### config.mk
export PLATFORM = sky130hd
export DESIGN_NAME = rx_word_aligner
export DESIGN_NICKNAME = d
export VERILOG_FILES = /design/src/rtl/rxa_pkg.sv /design/src/rtl/rxa_word_assembler.sv /design/src/rtl/rxa_lock_ctrl.sv /design/src/rtl/rxa_out_stage.sv /design/src/rtl/rx_word_aligner.sv
export SDC_FILE = /design/constraint.sdc
export NUM_CORES = 1
export LEC_CHECK = 0
export CAP_MARGIN = 20
export CORE_ASPECT_RATIO = 0.7
export CORE_MARGIN = 10
export CORE_UTILIZATION = 40
export DETAILED_ROUTE_END_ITERATION = 12
export GPL_ROUTABILITY_DRIVEN = 0
export PLACE_DENSITY = 0.59
export SKIP_LAST_GASP = 1
export SLEW_MARGIN = 20
export SYNTH_ARGS = -nofsm -noshare
export SYNTH_HDL_FRONTEND = slang
export SYNTH_SLANG_ARGS = --single-unit
export TNS_END_PERCENT = 30
### constraint.sdc
create_clock -name clk -period 2.2 [get_ports clk]
set_input_delay 0.55 -clock clk [delete_from_list [all_inputs] [get_ports clk]]
set_output_delay 0.55 -clock clk [all_outputs]
set_load 0.01 [all_outputs]
### src/rtl/rxa_pkg.sv
package rxa_pkg;
  typedef enum logic [1:0] {
    ST_IDLE   = 2'd0,
    ST_SEARCH = 2'd1,
    ST_LOCK   = 2'd2
  } align_state_t;
endpackage

### src/rtl/rxa_word_assembler.sv
// Shifts serial bits into a word-wide window and strobes at each boundary.
// A slip request postpones the next boundary by one bit.
module rxa_word_assembler #(
  parameter int WORD_W    = 34,
  parameter bit MSB_FIRST = 1'b1
) (
  input  logic              clk,
  input  logic              rst,
  input  logic              bit_valid,
  input  logic              bit_in,
  input  logic              slip_req,
  output logic              word_strb,
  output logic [WORD_W-1:0] word
);
  localparam int CNT_W = $clog2(WORD_W);
  localparam logic [CNT_W-1:0] LAST = CNT_W'(WORD_W - 1);

  logic [WORD_W-1:0] sr_q, sr_d;
  logic [CNT_W-1:0]  cnt_q;
  logic              pend_q, strb_q;

  generate
    if (MSB_FIRST) begin : g_msb
      assign sr_d = {sr_q[WORD_W-2:0], bit_in};
    end else begin : g_lsb
      assign sr_d = {bit_in, sr_q[WORD_W-1:1]};
    end
  endgenerate

  always_ff @(posedge clk) begin
    if (rst) begin
      sr_q   <= '0;
      cnt_q  <= '0;
      pend_q <= 1'b0;
      strb_q <= 1'b0;
    end else begin
      strb_q <= 1'b0;
      if (bit_valid) begin
        sr_q <= sr_d;
        if (cnt_q == LAST) begin
          if (pend_q) begin
            pend_q <= 1'b0;          // absorb one extra bit: boundary moves
          end else begin
            strb_q <= 1'b1;
            cnt_q  <= '0;
          end
        end else begin
          cnt_q <= cnt_q + CNT_W'(1);
        end
      end
      if (slip_req) pend_q <= 1'b1;
    end
  end

  assign word_strb = strb_q;
  assign word      = sr_q;
endmodule

### src/rtl/rxa_lock_ctrl.sv
// Search / lock state machine with match and bad-word run counters.
module rxa_lock_ctrl
  import rxa_pkg::*;
#(
  parameter int                          WORD_W      = 34,
  parameter int                          TYPE_W      = 2,
  parameter logic [WORD_W-1:0]           ALIGN_WORD  = 34'h3F6A13C05,
  parameter logic [(2**TYPE_W)-1:0]      VALID_TYPES = 4'b0111,
  parameter int                          MATCH_NEED  = 2,
  parameter int                          BAD_LIMIT   = 4
) (
  input  logic              clk,
  input  logic              rst,
  input  logic              link_init_req,
  input  logic              word_strb,
  input  logic [WORD_W-1:0] word,
  output logic              slip_req,
  output logic              locked,
  output logic              tx_align_start
);
  localparam int MC_W = $clog2(MATCH_NEED + 1);
  localparam int BC_W = $clog2(BAD_LIMIT + 1);
  localparam logic [MC_W-1:0] MATCH_LAST = MC_W'(MATCH_NEED - 1);
  localparam logic [BC_W-1:0] BAD_LAST   = BC_W'(BAD_LIMIT - 1);

  align_state_t    state_q;
  logic [MC_W-1:0] match_q;
  logic [BC_W-1:0] bad_q;
  logic            start_q;
  logic            is_align, type_ok, is_bad;

  assign is_align = (word == ALIGN_WORD);
  assign type_ok  = VALID_TYPES[word[WORD_W-1 -: TYPE_W]];
  assign is_bad   = !is_align && !type_ok;
  assign slip_req = (state_q == ST_SEARCH) && link_init_req && word_strb && !is_align;

  always_ff @(posedge clk) begin
    if (rst) begin
      state_q <= ST_IDLE;
      match_q <= '0;
      bad_q   <= '0;
      start_q <= 1'b0;
    end else begin
      start_q <= 1'b0;
      case (state_q)
        ST_IDLE: begin
          if (link_init_req) begin
            state_q <= ST_SEARCH;
            match_q <= '0;
          end
        end
        ST_SEARCH: begin
          if (!link_init_req) begin
            state_q <= ST_IDLE;
          end else if (word_strb) begin
            if (is_align) begin
              if (match_q == MATCH_LAST) begin
                state_q <= ST_LOCK;
                start_q <= 1'b1;
                match_q <= '0;
                bad_q   <= '0;
              end else begin
                match_q <= match_q + MC_W'(1);
              end
            end else begin
              match_q <= '0;
            end
          end
        end
        ST_LOCK: begin
          if (word_strb) begin
            if (is_bad) begin
              if (bad_q == BAD_LAST) begin
                state_q <= ST_SEARCH;
                bad_q   <= '0;
                match_q <= '0;
              end else begin
                bad_q <= bad_q + BC_W'(1);
              end
            end else begin
              bad_q <= '0;
            end
          end
        end
        default: state_q <= ST_IDLE;
      endcase
    end
  end

  assign locked         = (state_q == ST_LOCK);
  assign tx_align_start = start_q;
endmodule

### src/rtl/rxa_out_stage.sv
// One-entry output register; a word arriving while full is discarded.
module rxa_out_stage #(
  parameter int WORD_W = 34
) (
  input  logic              clk,
  input  logic              rst,
  input  logic              load,
  input  logic [WORD_W-1:0] in_word,
  input  logic              out_ready,
  output logic              out_valid,
  output logic [WORD_W-1:0] out_word
);
  logic              vld_q;
  logic [WORD_W-1:0] word_q;
  logic              room;

  assign room = !vld_q || out_ready;

  always_ff @(posedge clk) begin
    if (rst) begin
      vld_q  <= 1'b0;
      word_q <= '0;
    end else if (load && room) begin
      vld_q  <= 1'b1;
      word_q <= in_word;
    end else if (vld_q && out_ready) begin
      vld_q <= 1'b0;
    end
  end

  assign out_valid = vld_q;
  assign out_word  = word_q;
endmodule

### src/rtl/rx_word_aligner.sv
module rx_word_aligner #(
  parameter int                               DATA_W      = 32,
  parameter int                               TYPE_W      = 2,
  parameter logic [DATA_W+TYPE_W-1:0]         ALIGN_WORD  = 34'h3F6A13C05,
  parameter logic [(2**TYPE_W)-1:0]           VALID_TYPES = 4'b0111,
  parameter int                               MATCH_NEED  = 2,
  parameter int                               BAD_LIMIT   = 4,
  parameter bit                               MSB_FIRST   = 1'b1
) (
  input  logic              clk,
  input  logic              rst,
  input  logic              link_init_req,
  input  logic              bit_valid,
  input  logic              bit_in,
  input  logic              out_ready,
  output logic              out_valid,
  output logic [DATA_W-1:0] out_data,
  output logic [TYPE_W-1:0] out_type,
  output logic              rx_ok_n,
  output logic              tx_align_start
);
  localparam int WORD_W = DATA_W + TYPE_W;

  logic              word_strb;
  logic [WORD_W-1:0] word;
  logic              slip_req;
  logic              locked;
  logic [WORD_W-1:0] held_word;

  rxa_word_assembler #(
    .WORD_W    (WORD_W),
    .MSB_FIRST (MSB_FIRST)
  ) asm_i (
    .clk       (clk),
    .rst       (rst),
    .bit_valid (bit_valid),
    .bit_in    (bit_in),
    .slip_req  (slip_req),
    .word_strb (word_strb),
    .word      (word)
  );

  rxa_lock_ctrl #(
    .WORD_W      (WORD_W),
    .TYPE_W      (TYPE_W),
    .ALIGN_WORD  (ALIGN_WORD),
    .VALID_TYPES (VALID_TYPES),
    .MATCH_NEED  (MATCH_NEED),
    .BAD_LIMIT   (BAD_LIMIT)
  ) ctrl_i (
    .clk            (clk),
    .rst            (rst),
    .link_init_req  (link_init_req),
    .word_strb      (word_strb),
    .word           (word),
    .slip_req       (slip_req),
    .locked         (locked),
    .tx_align_start (tx_align_start)
  );

  rxa_out_stage #(
    .WORD_W (WORD_W)
  ) out_i (
    .clk       (clk),
    .rst       (rst),
    .load      (word_strb && locked),
    .in_word   (word),
    .out_ready (out_ready),
    .out_valid (out_valid),
    .out_word  (held_word)
  );

  assign out_data = held_word[DATA_W-1:0];
  assign out_type = held_word[WORD_W-1:DATA_W];
  assign rx_ok_n  = !locked;
endmodule

## After elaboration in Yosys (flattened, before gate mapping)

Cells that the tools add are included.

| operators by class | value |
|---|---|
| reductions and logical operators | 25 |
| $add $sub $neg | 3 |
| equality and inequality tests | 18 |
| bitwise operators | 6 |
| $lt $le $gt $ge | 1 |
| muxes and demuxes | 37 |

Operators by type and width:

| kind | count |
|---|---|
| $eq A34 B34 Y1 const B | 1 |
| $mux W2 | 16 |
| $mux W3 | 7 |
| $reduce_and A7 Y1 | 2 |
| $mux W6 | 2 |
| $pmux W2 S3 | 2 |
| $ne A2 B2 Y1 const B | 5 |
| $mux W1 | 8 |
| $ne A2 B1 Y1 const B | 4 |
| $reduce_bool A2 Y1 | 4 |
| $logic_and A1 B1 Y1 | 7 |
| $add A6 B1 Y6 const B | 1 |
| $eq A6 B6 Y1 const B | 1 |
| $ne A3 B3 Y1 const B | 2 |
| $not A1 Y1 | 6 |
| $pmux W3 S2 | 1 |
| $reduce_and A6 Y1 | 1 |
| $reduce_or A5 Y1 | 1 |
| $eq A2 B1 Y1 const B | 2 |
| $logic_not A1 Y1 | 4 |
| $reduce_and A2 Y1 | 2 |
| $add A3 B1 Y3 const B | 1 |
| $eq A3 B2 Y1 const B | 1 |
| $lt A2 B3 Y1 const B | 1 |
| other kinds (8) | 8 |

| word-level totals | value |
|---|---|
| input port bits | 6 |
| bits in registers | 85 |
| output and inout port bits | 37 |

## Longest topological paths before layout

Gate-level depths: netlist of run 1.

| depth | value |
|---|---|
| depth in word-level cells | 7 |
| depth in mapped cells | 6 |

## By module

From an unflattened synthesis of run 1, not the netlist that was laid out.

| unflattened totals | value |
|---|---|
| cell total of the unflattened synthesis | 374 |
| area total of the unflattened synthesis | 3737.3 µm² |

By module, submodules not included:

| module | cells an instance | area an instance (µm²) | times used |
|---|---|---|---|
| rxa_out_stage | 152 | 1596.5 | 1 |
| rxa_word_assembler | 153 | 1575.3 | 1 |
| rxa_lock_ctrl | 67 | 555.5 | 1 |
| rx_word_aligner | 2 | 10.0 | 1 |

## Worst setup path after synthesis of run 1

Ideal clock, no wire load.

| path | value |
|---|---|
| path type | flip-flop to flip-flop |
| start point | reg asm_i.sr_q[1], in the netlist asm_i.word[1] |
| end point | reg ctrl_i.bad_q[1] |
| path buffers | 0 |
| setup slack | -0.070 ns |
| cell stages (with the launch flop) | 5 |
| library setup time | 0.117 ns |
| period minus slack after synthesis | 2.270 ns |
| data arrival time | 2.152 ns |
| cells stage by stage | dfxtp_1 -> or4b_1 -> or4_4 -> or4_4 -> a32o_1 |

| between the ends | value |
|---|---|
| cells in the longest elaborated chain, start to end | 6 |
| elaborated cells between the ends (all ways) | 8 |
| those cells by class | eq/ne (2); mux (3); reduce/logical (3) |

Ends and longest elaborated chain:

| element | line | text |
|---|---|---|
| start, declared | rxa_word_assembler.sv:18 | `logic [WORD_W-1:0] sr_q, sr_d;` |
| start signal, assigned | rxa_word_assembler.sv:39 | `sr_q <= sr_d;` |
| $eq A34 B34 Y1 (*) | rxa_lock_ctrl.sv:32 | `assign is_align = (word == ALIGN_WORD);` |
| $logic_not A1 Y1 | rxa_lock_ctrl.sv:34 | `assign is_bad = !is_align && !type_ok;` |
| $logic_and A1 B1 Y1 | rxa_lock_ctrl.sv:34 |  |
| $mux W3 | rxa_lock_ctrl.sv:72 | `if (is_bad) begin` |
| $mux W3 | rxa_lock_ctrl.sv:71 | `if (word_strb) begin` |
| $pmux W3 S2 | rxa_lock_ctrl.sv:45 | `case (state_q)` |
| end signal, assigned | rxa_lock_ctrl.sv:78 | `bad_q <= bad_q + BC_W'(1);` |
| end, declared | rxa_lock_ctrl.sv:28 | `logic [BC_W-1:0] bad_q;` |

Mark *: on every way between the ends. The rest lies on a longest branch, timed or not. The select of a mux whose other input is x is not followed.
A chain may end at the register's enable or synchronous reset.

## Worst setup path after layout of run 1

| path | value |
|---|---|
| start point | reg asm_i.sr_q[3], in the netlist asm_i.word[3] |
| end point | reg asm_i.pend_q |

| between the ends | value |
|---|---|
| cells in the longest elaborated chain, start to end | 5 |
| elaborated cells between the ends (all ways) | 7 |
| those cells by class | eq/ne (1); mux (1); reduce/logical (5) |

Ends and longest elaborated chain:

| element | line | text |
|---|---|---|
| $eq A34 B34 Y1 (*) | rxa_lock_ctrl.sv:32 |  |
| $logic_not A1 Y1 (*) | rxa_lock_ctrl.sv:35 | `assign slip_req = (state_q == ST_SEARCH) && link_init_req && word_strb && !is_align;` |
| $logic_and A1 B1 Y1 (*) | rxa_lock_ctrl.sv:35 |  |
| $reduce_bool A2 Y1 (no source line) | n/a |  |
| $reduce_and A2 Y1 (no source line) | n/a |  |
| end signal, assigned | rxa_word_assembler.sv:34 | `pend_q <= 1'b0;` |
| end signal, assigned | rxa_word_assembler.sv:42 | `pend_q <= 1'b0;` |
| end signal, assigned | rxa_word_assembler.sv:51 | `if (slip_req) pend_q <= 1'b1;` |
| end, declared | rxa_word_assembler.sv:20 | `logic pend_q, strb_q;` |

Mark *: on every way between the ends. The rest lies on a longest branch, timed or not.

==> results of run 1 <==
## worst reg2reg max path, cell delays in order (launching register included)
cell	delay, ps
dfxtp_1	300
or4b_1	540
or4_4	560
or3_2	480
a32o_1	210
## report_power, final
part	total (mW)	internal [mW]	leakage [nW]	switching [mW]
logic	0.0970	0.0388	0.758	0.0582
clock network	1.61	1.02	0.152	0.591
registers	1.55	1.55	0.685	0.00557
## routing by layer
metal | track usage [%] | vias up | part of all wire (%) | routed length [um]
met5 | 0 | - | 0 | 0
met4 | 5.61 | 0 | 1.5 | 115
met3 | 5.99 | 13 | 7.1 | 551
met2 | 19.0 | 52 | 41 | 3150
met1 | 16.8 | 1243 | 51 | 3900
li1 | - | 1362 | - | -
## cell type report
cell class	instances	area (um^2)
Inverter	5	18.8
Tap cell	101	126
Clock inverter	4	72.6
Sequential cell	85	1700
Fill cell	760	3690
Timing Repair Buffer	60	583
Clock buffer	11	243
Multi-Input combinational cell	255	1500
## path summary, 6_finish.rpt
check / startpoint / endpoint / slack, ps / cells past startpoint
worst max-delay path: asm_i.word[3]$_SDFFE_PP0P_ / asm_i.pend_q$_SDFFE_PP0P_ / 3 / 4
worst min-delay path: out_i.out_word[8]$_SDFFE_PP0P_ / out_i.out_word[8]$_SDFFE_PP0P_ / 450 / 2
worst max register to register: asm_i.word[3]$_SDFFE_PP0P_ / asm_i.pend_q$_SDFFE_PP0P_ / 3 / 4
worst min register to register: out_i.out_word[8]$_SDFFE_PP0P_ / out_i.out_word[8]$_SDFFE_PP0P_ / 450 / 2
## cell usage in the layout (no fill, tap or decap), drive strengths merged, types with 3 or more instances in the layout
master / synthesis / final
a21oi: 40 / 40
buf: 4 / 20
clkbuf: 17 / 11
clkdlybuf4s50: 0 / 40
dfxtp: 85 / 85
ha: 3 / 3
inv: 5 / 5
mux2i: 34 / 34
nand2: 73 / 73
nand3: 6 / 6
nand3b: 3 / 3
nand4: 4 / 4
nor2: 40 / 40
nor2b: 3 / 3
nor3: 3 / 3
or4: 4 / 4
## sequential cells by signal, indices dropped and copies added, names as in the netlist
| register | count |
|---|---|
| asm_i.word_strb | 1 |
| ctrl_i.tx_align_start | 1 |
| asm_i.word | 34 |
| ctrl_i.match_q | 2 |
| ctrl_i.state_q | 2 |
| out_i.out_valid | 1 |
| out_i.out_word | 34 |
| asm_i.cnt_q | 6 |
| asm_i.pend_q | 1 |
| ctrl_i.bad_q | 3 |
## stage by stage
| stage | utilization (%) | cell area [um^2] | instances | power [mW] |
|---|---|---|---|---|
| final | 53.5 | 4250 | 521 | 3.26 |
| after global routing | 53.5 | 4250 | 521 | 3.38 |
| after CTS | 53.4 | 4240 | 521 | 3.30 |
| after detailed placement | 49.4 | 3920 | 506 | 1.68 |
| after global placement | 49.4 | 3920 | 506 | 1.68 |
| after floorplan | - | 3290 | 366 | 1.65 |
## Yosys cell counts (all sizes together), types with 2 or more instances
cell type	count
a21o	2
a21oi	40
a31o	2
a32o	2
and3	2
and4b	2
buf	4
clkbuf	17
dfxtp	85
ha	3
inv	5
mux2i	34
nand2	73
nand2b	2
nand3	6
nand3b	3
nand4	4
nor2	40
nor2b	3
nor3	3
nor3b	2
nor4	2
nor4bb	2
o21ai	2
o32ai	2
or4	4
xor2	2
## timing repair
action / in CTS / in global routing
hold buffers: 0 / 0
pin swaps: 3 / 0
setup endpoints to repair: 4 / 4
gates cloned: 0 / 0
gates resized for setup: 1 / 1
## cells by family after synthesis
logic type,count (synthesis)
XOR/XNOR,3
buffers and inverters,26
AND/OR/NAND/NOR,156
adder cells (fa/ha/maj),3
multiplexers,35
AO/OA/AOI/OAI,58
flip-flops,85
==> results.toml, run 1 <==
[die]
die_y_um = 95.9
start_util_pct = 41.5
io_pins = 43
core-area_um2 = 7940
die_x_um = 128
die_area_um2 = 12300
rows = 27

[yosys]
synth_edf_count = 0
synth_top_family_by_area = "simple AND/OR/NAND/NOR gates"
synth_warnings = 0
synth_async_sr_flop_share_pct = 0
ys_seq_area_share_pct = 51.7
syn_area_um2 = 3290
synth_compound_area_share_pct = 10.5
syn-num-nets = 375
synthMuxAreaShare_pct = 10.7
yosys.area.top_type_share_pct = 51.7
synth_largest_area_cell = "dfxtp_1"
synth_cell_types = 46
synth.avg_cell_area_um2 = 8.99
synth_cells = 366
synthAdderAreaFrac_pct = 1.14
synth_area_leaders = "dfxtp_1 (52%), mux2i_1 (10%), nand2_1 (8.3%)"
ys.flop_type = "dfxtp_1"
ys_ff_latch = 85
synth_simple_gate_area_share_pct = 22.2
synth_xor_area_share_pct = 0.798

[worst_setup_path]
crit_slowest_cell = "or4_4"
crit_type = "register to register"
critPathCaptureType = "register"
cp_max_fo = 3
path_cells = "or4b_1 > or4_4 > or3_2 > a32o_1"
cp-start-kind = "register"
cp_slowest_stage_delay_ps = 560
cp_data_required_time_ps = 2430
arrival_ps = 2430
critPathBufInv = 0
cp_top_family = "simple AND/OR/NAND/NOR gates"

[sta]
fin_tns_setup_ps = 0
hold_viol_final = 0
relSlewSlack_pct = 57.4
drv_slew = 0
holdWs_ps = 451
finalWorstSetupSlack_ps = 2.69
finalCriticalPeriod_ps = 2200
worstMarginPinSlew_ps = 631
fmax_mhz = 455
skew_ps = 4.41
rsz0062_at_grt = "true"
finalSetupViolCount = 0
fin_crit_sh_pct = 99.9

[clock_network]
cts_num_sinks = 85
clk_pin_slew_ps = 60
cts_tree = "yes"
cts_buffers = 9
htreeDepth = 3
post-cts-setup-buffers = 0
clockBufferDepth = 2
clk_latency_ps = 340
root_buffer = "clkbuf_16"

[place]
place_ws_ps = -117
numPortBuffers = 42
hpwl_um = 5260

[routing]
ant_nets = 0
wl_um = 7720
num_vias = 2670
drtPass1Iterations = 4
viasPerCell = 5.12
drc = 0
wl_per_cell_um = 14.8
initialDrtViolationCount = 186

[job]
max_cap_viol_count = 0

[run_status]
outcome = "finished, final reports clean"

[power_and_ir_drop]
p_leak_nw = 1.60
power_density_nw_per_um2 = 766
ir_worst_vdd_uv = 534

[grt]
grt_pass1_vias = 2601
grt_max_degree = 35
groute.usage.overall_pct = 13.2
grt_first_pass_wirelength_um = 12900
antenna_found_initial = 0
grt_overflow = 0

[layout]
final_nets = 425
post_route_cells_drive_above_1_share_pct = 10.2
antenna-diode-count = 0
areaGrowthSynthToFinish_pct = 29.0

[min_path]
worst_hold_path_type = "register to register"
Note: power is estimated with default switching activity, not from simulation.
==> inputs of run 2 (changes only) <==
--- a/config.mk
+++ b/config.mk
@@ -12,7 +12,6 @@
 export DETAILED_ROUTE_END_ITERATION = 12
 export GPL_ROUTABILITY_DRIVEN = 0
 export PLACE_DENSITY = 0.59
-export SKIP_LAST_GASP = 1
 export SLEW_MARGIN = 20
 export SYNTH_ARGS = -nofsm -noshare
 export SYNTH_HDL_FRONTEND = slang
==> constraint.sdc (replaced) <==
create_clock -name clk -period 2.2 [get_ports clk]
set_input_delay 0.55 -clock clk [delete_from_list [all_inputs] [get_ports clk]]
set_output_delay 0.55 -clock clk [all_outputs]
set_load 0.05 [all_outputs]
==> run 2 against run 1 <==
Net effect: the run now ends with setup timing left; final cell count up 0.19%; combinational power increased by 0.5%; routed wire length fell by 0.84%; non-clock buffer count unchanged; setup slack got worse by 3.1 ps; highest routed layer unchanged; largest cell class unchanged; register-to-register slack about the same; power shrank 4.5%; first-iteration DRC count grew 9.7%; critical path depth unchanged; die area unchanged; critical path type unchanged; sequential share of layout area rose by 0.27 points; largest power group is now sequential cells.
==> results.toml, run 2 (same netlist as run 1, synthesis figures left out) <==
[run_status]
outcome = "complete, but fails checks"
violations = "setup timing"

[sta]
finalCriticalPeriod_ps = 2200
relSlewSlack_pct = 60.8
worstMarginPinSlew_ps = 580
skew_ps = 5.30
finalWorstSetupSlack_ps = -0.374
finalSetupViolCount = 1
fin_tns_setup_ps = -0.374
drv_slew = 0
fin_crit_sh_pct = 100
fmax_mhz = 454
rsz0062_at_grt = "true"
hold_viol_final = 0

[place]
hpwl_um = 5140
dpl_cell_area_um2 = 3920
numPortBuffers = 42
dp.cells = 506
place_ws_ps = -116

[layout]
post_route_cells_drive_above_1_share_pct = 10.2
final_common_cell = "dfxtp_1"
antenna-diode-count = 0
fin_cells = 522
fin_area_um2 = 4220
areaGrowthSynthToFinish_pct = 28.2
mostFrequentLayoutCells = "dfxtp_1 (85), nand2_1 (73), nor2_1 (40), a21oi_1 (40), clkdlybuf4s50_1 (39)"
final_nets = 425

[worst_setup_path]
arrival_ps = 2430
ff2ff_setup_slack_ps = -0.4
cp-start-kind = "register"
critPathBufInv = 0
path_cells = "or4_4 > or4_4 > or4_4 > a31o_2"
critPathCaptureType = "register"
cp_common_cell = "or4_4"
cp_data_required_time_ps = 2430
cp_top_family = "simple AND/OR/NAND/NOR gates"
cp_max_fo = 3
cp_slowest_stage_delay_ps = 560
crit_type = "register to register"
crit_slowest_cell = "or4_4"

[clock_network]
htreeDepth = 3
clockBufferDepth = 2
clk_pin_slew_ps = 60
cts_num_sinks = 85
clk_latency_ps = 340
post-cts-setup-buffers = 0
cts_buffers = 9
cts_tree = "yes"
root_buffer = "clkbuf_16"

[power_and_ir_drop]
p_leak_nw = 1.59
ir_worst_vdd_uv = 520
power_density_nw_per_um2 = 737
total_power_mw = 3.11

[die]
core-area_um2 = 7940
io_pins = 43
die_area_um2 = 12300
die_y_um = 95.9
rows = 27
start_util_pct = 41.5
die_x_um = 128

[grt]
grt_first_pass_wirelength_um = 12700
groute.usage.overall_pct = 12.8
antenna_found_initial = 0
grt_overflow = 0
grt_max_degree = 35
grt_pass1_vias = 2598

[min_path]
worst_hold_path_type = "register to register"

[routing]
num_vias = 2672
initialDrtViolationCount = 204
ant_nets = 0
wl_um = 7650
drtPass1Iterations = 6
viasPerCell = 5.12
wl_per_cell_um = 14.7
drc = 0

[job]
max_cap_viol_count = 0
-- run 2: cell count changes in the layout (fill, tap and decap cells not counted), sizes merged --
cell,previous run,this run
clkinvlp,1,0
bufinv,2,1
clkinv,1,3
buf,20,21
clkbuf,11,12
clkdlybuf4s50,40,39
-- run 2: worst paths after layout --
path / endpoint / depth (start not counted) / start
setup reg to reg: ctrl_i.bad_q[0]$_SDFFE_PP0P_ / 4 / asm_i.word[7]$_SDFFE_PP0P_
setup / recovery: ctrl_i.bad_q[0]$_SDFFE_PP0P_ / 4 / asm_i.word[7]$_SDFFE_PP0P_
hold reg to reg: out_i.out_word[8]$_SDFFE_PP0P_ / 2 / out_i.out_word[8]$_SDFFE_PP0P_
hold / removal: out_i.out_word[8]$_SDFFE_PP0P_ / 2 / out_i.out_word[8]$_SDFFE_PP0P_
-- run 2: final cells by class --
| class | count | area [um^2] |
|---|---|---|
| clock buffers | 12 | 236 |
| clock inverters | 4 | 48.8 |
| fillers | 756 | 3720 |
| inverters | 5 | 18.8 |
| multi-input cells | 255 | 1510 |
| flip-flops and latches | 85 | 1700 |
| well taps | 101 | 126 |
| repair buffers | 60 | 581 |
-- run 2: worst min-delay path, cell delays in order, from the launching register on --
cell,delay [ps]
dfxtp_1,300
nand2_1,50
a21oi_1,50
-- run 2: per-stage QoR --
step                util (%)  hold slack, ps
finish                  53.1             450
global route            53.1             477
CTS                     53.0             455
detailed placement      49.4             447
global placement        49.4             443
floorplan                  -             449
-- run 2: what timing repair did --
item / CTS / global route
hold buffers: 0 / 0
setup endpoints to repair: 4 / 4
pin swaps: 3 / 1
endpoints found under the hold margin: 0 / 0
resized for setup: 1 / 2
-- run 2: power breakdown --
| part | internal (mW) | total [mW] | switching, mW |
|---|---|---|---|
| clock network | 0.878 | 1.46 | 0.583 |
| registers | 1.55 | 1.55 | 0.00594 |
| logic | 0.0388 | 0.0975 | 0.0586 |
| total | 2.46 | 3.11 | 0.648 |
-- run 2: layer usage --
layer / track usage (%) / vias to the layer above / part of all wire (%)
li1: - / 1366 / -
met5: 0 / - / 0
met2: 18.5 / 50 / 41
met4: 4.67 / 0 / 0.99
met1: 16.6 / 1246 / 49
met3: 5.82 / 10 / 8.4
